--- config.mk ---
export PLATFORM = sky130hd
export DESIGN_NAME = cfg_frame_loader
export DESIGN_NICKNAME = d
export VERILOG_FILES = /design/src/rtl/cfl_pkg.sv /design/src/rtl/cfl_frame_shift.sv /design/src/rtl/cfl_frame_seq.sv /design/src/rtl/cfl_frame_mem.sv /design/src/rtl/cfg_frame_loader.sv
export SDC_FILE = /design/constraint.sdc
export NUM_CORES = 1
export LEC_CHECK = 0
export CAP_MARGIN = 30
export CORE_UTILIZATION = 46
export CTS_BUF_LIST = sky130_fd_sc_hd__clkbuf_4 sky130_fd_sc_hd__clkbuf_8
export CTS_CLUSTER_DIAMETER = 100
export DETAILED_ROUTE_END_ITERATION = 16
export DONT_BUFFER_PORTS = 1
export PLACE_DENSITY = 0.63
export SLEW_MARGIN = 10
export SYNTH_ARGS = -nofsm -noshare
export SYNTH_HDL_FRONTEND = slang
export SYNTH_HIERARCHICAL = 1
export SYNTH_SLANG_ARGS = --single-unit
export TNS_END_PERCENT = 1
--- constraint.sdc ---
create_clock -name clk -period 1.51 [get_ports clk]
set_input_delay 0.0755 -clock clk [delete_from_list [all_inputs] [get_ports clk]]
set_output_delay 0.0755 -clock clk [all_outputs]
set_load 0.02 [all_outputs]
--- src/rtl/cfl_pkg.sv ---
package cfl_pkg;
  typedef enum logic [2:0] {
    MODE_SERIAL = 3'b000,
    MODE_BYTE   = 3'b001
  } load_mode_e;

  function automatic logic mode_active(input logic [2:0] m);
    return (m == MODE_SERIAL) || (m == MODE_BYTE);
  endfunction
endpackage

--- src/rtl/cfl_frame_shift.sv ---
module cfl_frame_shift #(
  parameter int FRAME_W = 32,
  parameter int PAR_W   = 8
) (
  input  logic               clk,
  input  logic               rst_n,
  input  logic               clr,
  input  logic               beat,
  input  logic               wide,
  input  logic               bit_in,
  input  logic [PAR_W-1:0]   byte_in,
  output logic [FRAME_W-1:0] frame,
  output logic               frame_full
);
  localparam int CNT_W = $clog2(FRAME_W + 1);

  logic [FRAME_W-1:0] shreg_q, shreg_d;
  logic [CNT_W-1:0]   cnt_q, cnt_d;
  logic               full_q, full_d;
  logic [CNT_W:0]     cnt_sum;
  logic [CNT_W-1:0]   step;

  always_comb begin
    step    = wide ? CNT_W'(PAR_W) : CNT_W'(1);
    cnt_sum = {1'b0, cnt_q} + {1'b0, step};
    shreg_d = shreg_q;
    cnt_d   = cnt_q;
    full_d  = 1'b0;
    if (clr) begin
      cnt_d = '0;
    end else if (beat) begin
      if (wide) shreg_d = (shreg_q << PAR_W) | FRAME_W'(byte_in);
      else      shreg_d = {shreg_q[FRAME_W-2:0], bit_in};
      if (cnt_sum >= (CNT_W+1)'(FRAME_W)) begin
        cnt_d  = '0;
        full_d = 1'b1;
      end else begin
        cnt_d = cnt_sum[CNT_W-1:0];
      end
    end
  end

  always_ff @(posedge clk or negedge rst_n) begin
    if (!rst_n) begin
      shreg_q <= '0;
      cnt_q   <= '0;
      full_q  <= 1'b0;
    end else begin
      shreg_q <= shreg_d;
      cnt_q   <= cnt_d;
      full_q  <= full_d;
    end
  end

  assign frame      = shreg_q;
  assign frame_full = full_q;
endmodule

--- src/rtl/cfl_frame_seq.sv ---
module cfl_frame_seq #(
  parameter int NUM_FRAMES = 16,
  parameter int AW         = 4
) (
  input  logic          clk,
  input  logic          rst_n,
  input  logic          clr,
  input  logic          frame_full,
  output logic [AW-1:0] addr,
  output logic          done
);
  localparam logic [AW-1:0] LAST = AW'(NUM_FRAMES - 1);

  logic [AW-1:0] addr_q, addr_d;
  logic          done_q, done_d;

  always_comb begin
    addr_d = addr_q;
    done_d = done_q;
    if (clr) begin
      addr_d = '0;
      done_d = 1'b0;
    end else if (frame_full && !done_q) begin
      if (addr_q == LAST) done_d = 1'b1;
      else                addr_d = addr_q + AW'(1);
    end
  end

  always_ff @(posedge clk or negedge rst_n) begin
    if (!rst_n) begin
      addr_q <= '0;
      done_q <= 1'b0;
    end else begin
      addr_q <= addr_d;
      done_q <= done_d;
    end
  end

  assign addr = addr_q;
  assign done = done_q;
endmodule

--- src/rtl/cfl_frame_mem.sv ---
module cfl_frame_mem #(
  parameter int FRAME_W    = 32,
  parameter int NUM_FRAMES = 16,
  parameter int AW         = 4
) (
  input  logic               clk,
  input  logic               we,
  input  logic [AW-1:0]      waddr,
  input  logic [FRAME_W-1:0] wdata,
  input  logic [AW-1:0]      raddr,
  output logic [FRAME_W-1:0] rdata
);
  logic [FRAME_W-1:0] cells [NUM_FRAMES];

  always_ff @(posedge clk) begin
    if (we) cells[waddr] <= wdata;
  end

  assign rdata = cells[raddr];
endmodule

--- src/rtl/cfg_frame_loader.sv ---
module cfg_frame_loader #(
  parameter int FRAME_W    = 32,
  parameter int NUM_FRAMES = 16,
  parameter int PAR_W      = 8,
  parameter int AW         = (NUM_FRAMES > 1) ? $clog2(NUM_FRAMES) : 1
) (
  input  logic               clk,
  input  logic               rst_n,
  input  logic               init,
  input  logic [2:0]         mode,
  input  logic               data_valid,
  input  logic               data_bit,
  input  logic [PAR_W-1:0]   data_byte,
  input  logic [AW-1:0]      rd_addr,
  output logic [FRAME_W-1:0] rd_data,
  output logic               wr_strobe,
  output logic [AW-1:0]      wr_addr,
  output logic               cfg_done,
  output logic               user_hold
);
  import cfl_pkg::*;

  logic [1:0]         rst_sync_q;
  logic               core_rst_n;
  logic               beat, wide, full, done;
  logic [FRAME_W-1:0] frame;
  logic [AW-1:0]      addr;

  always_ff @(posedge clk or negedge rst_n) begin
    if (!rst_n) rst_sync_q <= 2'b00;
    else        rst_sync_q <= {rst_sync_q[0], 1'b1};
  end
  assign core_rst_n = rst_sync_q[1];

  assign wide = (mode == MODE_BYTE);
  assign beat = data_valid && mode_active(mode) && !done && !init;

  cfl_frame_shift #(.FRAME_W(FRAME_W), .PAR_W(PAR_W)) shift_i (
    .clk(clk), .rst_n(core_rst_n), .clr(init), .beat(beat), .wide(wide),
    .bit_in(data_bit), .byte_in(data_byte), .frame(frame), .frame_full(full)
  );

  cfl_frame_seq #(.NUM_FRAMES(NUM_FRAMES), .AW(AW)) seq_i (
    .clk(clk), .rst_n(core_rst_n), .clr(init), .frame_full(full),
    .addr(addr), .done(done)
  );

  cfl_frame_mem #(.FRAME_W(FRAME_W), .NUM_FRAMES(NUM_FRAMES), .AW(AW)) mem_i (
    .clk(clk), .we(full && !done && !init), .waddr(addr), .wdata(frame),
    .raddr(rd_addr), .rdata(rd_data)
  );

  assign wr_strobe = full && !done && !init;
  assign wr_addr   = addr;
  assign cfg_done  = done;
  assign user_hold = !done;
endmodule

### Word-level counts from Yosys, hierarchy flattened

Memory sizes are Yosys's and may differ from the RTL's.
Index checks and enable logic that the tools add are counted.

| operators by class | value |
|---|---|
| add/sub/neg operators | 2 |
| magnitude comparators | 1 |
| equal/unequal tests | 3 |
| muxes and demuxes | 16 |
| bitwise gates (word level) | 2 |
| reductions and logical operators | 15 |

Operators by type and width:

| kind | number |
|---|---|
| 2-to-1 mux 32 bit | 1 |
| OR 32 x 8 -> 32 bit | 1 |
| 2-to-1 mux 6 bit | 3 |
| 2-to-1 mux 4 bit | 4 |
| 2-to-1 mux 1 bit | 8 |
| adder 6 x 6 -> 7 bit | 1 |
| >= comparator 7 x 6 -> 1 bit (second input constant) | 1 |
| AND reduction 2 bit | 3 |
| nonzero test 2 bit | 3 |
| logical AND 1 bit | 5 |
| adder 4 x 1 -> 4 bit (second input constant) | 1 |
| equality test 4 bit (second input constant) | 1 |
| equality test 3 x 1 -> 1 bit (second input constant) | 1 |
| zero test 3 bit | 1 |
| zero test 1 bit | 2 |
| != test 2 bit (second input constant) | 1 |
| logical OR 1 bit | 1 |
| NOT 1 bit | 1 |

| storage, ports and cells | value |
|---|---|
| flip-flop bits (word level) | 46 |
| bits in writable memories | 512 |
| input bits | 20 |
| memories kept | 1 |

Memory list:

| memory | depth | bits a word | rd ports | clocked after memory_dff | wr ports | line | text |
|---|---|---|---|---|---|---|---|
| mem_i.cells | 16 | 32 | 1 | 0 | 1 | cfl_frame_mem.sv:13 | `logic [FRAME_W-1:0] cells [NUM_FRAMES];` |

### Logic depth before layout (Yosys ltp)

| logic depth | value |
|---|---|
| word-level depth | 7 |
| gate-level depth with buffers | 10 |
| depth with buffers taken out | 8 |

### By module

Netlist, hierarchy kept.

Modules (own cells, without submodules):

| module | times used | cells each | area each (sq um) |
|---|---|---|---|
| cfl_frame_mem | 1 | 806 | 19213.4 |
| cfl_frame_shift | 1 | 180 | 1888.1 |
| cfl_frame_seq | 1 | 23 | 246.5 |
| cfg_frame_loader | 1 | 8 | 85.1 |

### Worst setup path before layout

No wires, ideal clock.

| path | value |
|---|---|
| path type | register to register |
| start point | reg seq_i.done_q (netlist: seq_i/done) |
| end point | mem mem_i.cells[0][0] (enable) |
| library setup time | 0.461 ns |
| data arrival time | 4.005 ns |
| slack | -2.956 ns |
| stages on the path, launching flop included | 4 |
| buffers on the path | 0 |
| period minus slack after synthesis | 4.466 ns |
| cells stage by stage | dfrtp_1 nor3b_1 or3b_2 nor3_1 |

| on the way | value |
|---|---|
| longest elaborated chain between the ends | 5 |

Ends and longest elaborated chain:

| element | line | text |
|---|---|---|
| start, declared | cfl_frame_seq.sv:15 | `logic done_q, done_d;` |
| start signal, assigned | cfl_frame_seq.sv:35 | `done_q <= done_d;` |
| zero test 1 bit | n/a |  |
| logical AND 1 bit (2 in a row) | n/a |  |
| named net wr_strobe | cfg_frame_loader.sv:16 | `output logic wr_strobe,` |
| 2-to-1 mux 1 bit | cfl_frame_mem.sv:16 | `if (we) cells[waddr] <= wdata;` |
| 2-to-1 mux 1 bit (not written as such) | cfl_frame_mem.sv:16 |  |
| end, declared | cfl_frame_mem.sv:13 |  |

The timed path passes the listed nets, and every way through them passes these cells.

### Worst setup path in the final report

| path | value |
|---|---|
| start point | mem mem_i.cells[3][3] |
| end point | out rd_data[3] |

| on the way | value |
|---|---|
| longest elaborated chain between the ends | 1 |

Ends and longest elaborated chain:

| element | line | text |
|---|---|---|
| memory (16 x 32 bit) | n/a |  |
| end, declared | cfg_frame_loader.sv:15 | `output logic [FRAME_W-1:0] rd_data,` |

No other way between the ends.

==> out/results.tsv <==
stage	metric	value	unit
worst_setup_path	crit_type	reg -> out	
global_route	grt_pass1_vias	11080	
route	drc	0	
route	via_per_inst	5.659	
synthesis	seq_area_frac_synth	0.7710	
sta	hold_violations	0	
global_route	grt_max_degree	129	
pwr	p_leak	7.830	nW
synthesis	yosysMostFrequentCell	edfxtp_1	
run	maxCapViolations	0	
worst_setup_path	crit_chain	mux4_2, a22oi_2, buf_4, nand2_4	
final_layout	ff_latch_area	0.01653	mm2
sta	fmax	497.8	MHz
global_route	grt_overflow_total	0	
clocking	cts.reportedPaths.clkPinSlew	0.06	ns
place	gp_congestion	0.7194	
worst_setup_path	critPathMaxFanout	1	
worst_setup_path	cp-start-kind	flip-flop	
outcome	status	finished with violations	
synthesis	synth.distinct_cells	41	
place	pre_cts_ws	-0.4259	ns
die	die_h	217.9	um
sta	worst_pin_slew	0.6459	ns
final_layout	area_growth	18.59	%
final_layout	multi_input_area	0.005124	mm2
pwr	clock_power_share	0.406	
sta	whs	0.04587	ns
route	highest_layer	met4	
synthesis	ys.flop_type	edfxtp_1	
clocking	clk_path_buf_depth	3	
place	place_area	0.02316	mm2
synthesis	synth_top_area_cell	edfxtp_1	
clocking	cts_tree	done	
worst_setup_path	slowest_delay	0.50	ns
pwr	switchingPower	0.006369	W
pwr	vdd_drop_max	0.6292	mV
sta	setup_ws	-0.4986	ns
route	routedWlPerCell	24.12	um
worst_setup_path	path_buf_inv	1	
pwr	combPwrFrac	0.033	
worst_setup_path	cp_top_family	multiplexers	
route	wl_met2	22120	um
final_layout	layout-drive-gt1-share	0.3876	
outcome	failed_checks	setup timing	
place	place_hpwl	24930	um
sta	slew_violations	0	
pwr	internal-power	0.02406	W
worst_setup_path	crit_path_end_kind	output pin	
pwr	total_power	0.03043	W
worst_setup_path	cp_data_required_time	1.43	ns
global_route	grt_pass1_wl	67950	um
synthesis	synth.net_count	1041	
route	drtAntennaViolNets	0	
die	start_util	0.4693	
synthesis	syn_area_per_cell	21.07	um2
final_layout	fin_area	0.02542	mm2
worst_setup_path	cp.arrival	1.93	ns
final_layout	finalNetCount	1181	
synthesis	synth_warnings	6	
route	wl_met3	2146	um
clocking	clkSinkCount	558	
route	drtPass1Iterations	5	
global_route	track_usage	0.1957	
synthesis	yosysTopAreaCellShare	0.7173	
sta	rsz0062_at_grt	true	
sta	fin_crit_sh	1.330	
min_path	worstHoldPathType	in -> reg	
worst_setup_path	worst_path_max_delay_cell	mux4_2	
pwr	swShare	0.2093	
die	die_area	0.04746	mm2
route	vias	10340	
final_layout	n_antenna_cell	0	
route	met1Wirelength	19080	um
synthesis	synthTopCellsByArea	edfxtp_1, mux4_2, dfrtp_1, a22oi_1, mux2i_1	
synthesis	synthCells	1017	
sta	slew_headroom	0.5694	
clocking	post_cts_buffers	0	
global_route	antenna_found_initial	0	
die	io_pins	59	
final_layout	fin_util	0.5565	
synthesis	synth_seq_cells	558	
route	drt-initial-drc-count	581	
sta	fin_worst_skew	0.02784	ns
sta	min_period	2.009	ns
clocking	cts_buffers	86	
route	totalWireLength	44090	um
pwr	power.density	1197	mW/mm2
sta	setup_viol	583	
die	row_count	78	
die	core_area	0.04567	mm2
synthesis	async_flop_share	0.08244	
place	port_buffers	0	
final_layout	fill_cells	3449	
clocking	clk_latency	0.66	ns
die	die_x	217.9	um
clocking	cts_htree_levels	3	
synthesis	syn_area	0.02143	mm2
synthesis	netlist_top_cells_count	edfxtp_1, mux4_2, nand2_1, a22oi_1, dfrtp_1	
clocking	cts_root_buf	clkbuf_8	
pwr	p_seq_frac	0.561	
synthesis	synth_edf_count	512	
==> kinds of logic (layout without fill, tap and decap cells) <==
kind of cell,after synthesis,count (layout),share of synthesized area
AOI/OAI and AO/OA,113,113,0.03602
xor gates and xnor gates,2,2,0.0008174
adders and majority gates,4,4,0.002335
buffers and inverters,60,271,0.01500
DFF,558,558,0.7710
muxes,161,161,0.1500
other,1,1,0.0001750
and+or+nand+nor,118,118,0.02463
==> worst paths after layout <==
kind / startpoint / end / depth (start not counted) / slack [ns]
max: mem_i/cells[3][3] / rd_data[3] / 4 / -0.50
min: mode[0] / shift_i/cnt_q[0] / 5 / 0.05
max reg2reg: seq_i/done / mem_i/cells[2][12] / 5 / -0.41
min reg2reg: rst_sync_q[1] / shift_i/frame[8] / 0 / 0.25
max in group asynchronous: rst_sync_q[1] / seq_i/addr[1] / 1 / 0.73
min in group asynchronous: rst_n / rst_sync_q[0] / 2 / 0.18
==> worst reg2reg max path, cell delays in order, from the launching register on <==
cell and delay [ns]:
dfrtp_2 0.42, nor3b_4 0.26, or3b_4 0.45, buf_12 0.15
nor2_4 0.16, buf_12 0.18
==> layer usage <==
metal,track usage,vias up
met5,0,-
met3,0.03961,57
li1,-,4520
met4,0.06503,0
met1,0.2647,5513
met2,0.3193,254
==> placed cells by master, fill, tap and decap left out, types with 3 or more instances in the layout <==
cell type      count
nand2_1           35
nand2_2           30
a21oi_1            5
dlygate4sd3_1     15
o21ai_0           32
clkbuf_4          37
buf_6              8
nand2_4            3
clkinv_2           8
nor3_4             4
a22oi_2           45
edfxtp_1         512
mux4_2           128
buf_4             50
nor2_4            13
ha_1               4
dfrtp_2            4
buf_12            33
dfrtp_1           42
inv_1              6
clkbuf_8          91
nor2_1             7
nand3_1            5
mux2i_1           32
a22oi_1           19
inv_6              4
clkinv_1          16
==> repair_timing <==
item / CTS / global route
gates resized for setup: 79 / 22
cloned: 0 / 0
endpoints found under the hold margin: 82 / 0
hold buffers: 15 / 0
pin swaps: 58 / 22
setup endpoints to repair: 586 / 588
==> final cells by class <==
| type | instances | area share |
|---|---|---|
| multi-input combinational | 399 | 0.2016 |
| tap | 600 | 0.02953 |
| clock buffer | 128 | 0.06020 |
| timing repair buffer | 106 | 0.05021 |
| clock inverter | 31 | 0.007236 |
| inverter | 6 | 0.0008860 |
| sequential | 558 | 0.6504 |
==> through the flow <==
stage | TNS (ns) | std cells
2_1_floorplan | -453.93 | 1017
3_3_place_gp | -130.20 | 1654
3_5_place_dp | -129.70 | 1654
4_1_cts | -145.54 | 1828
5_1_grt | -196.30 | 1828
6_report | -141.21 | 1828
==> registers in the layout (all words and copies together), names as in the netlist <==
name,flops
seq_i/addr,4
rst_sync_q,2
mem_i/cells,512
shift_i/frame_full,1
shift_i/cnt_q,6
shift_i/frame,32
seq_i/done,1
==> power groups by stage <==
stage | clock (W) | sequential, W | combinational (W)
after CTS | 0.0127 | 0.0171 | 0.000992
after detailed placement | 0 | 0.0174 | 0.000871
final | 0.0124 | 0.0171 | 0.000997
after floorplan | 0 | 0.0174 | 0.000712
after global routing | 0.0134 | 0.0171 | 0.00107
after global placement | 0 | 0.0174 | 0.000856
Note: power is estimated with default switching activity, not from simulation.
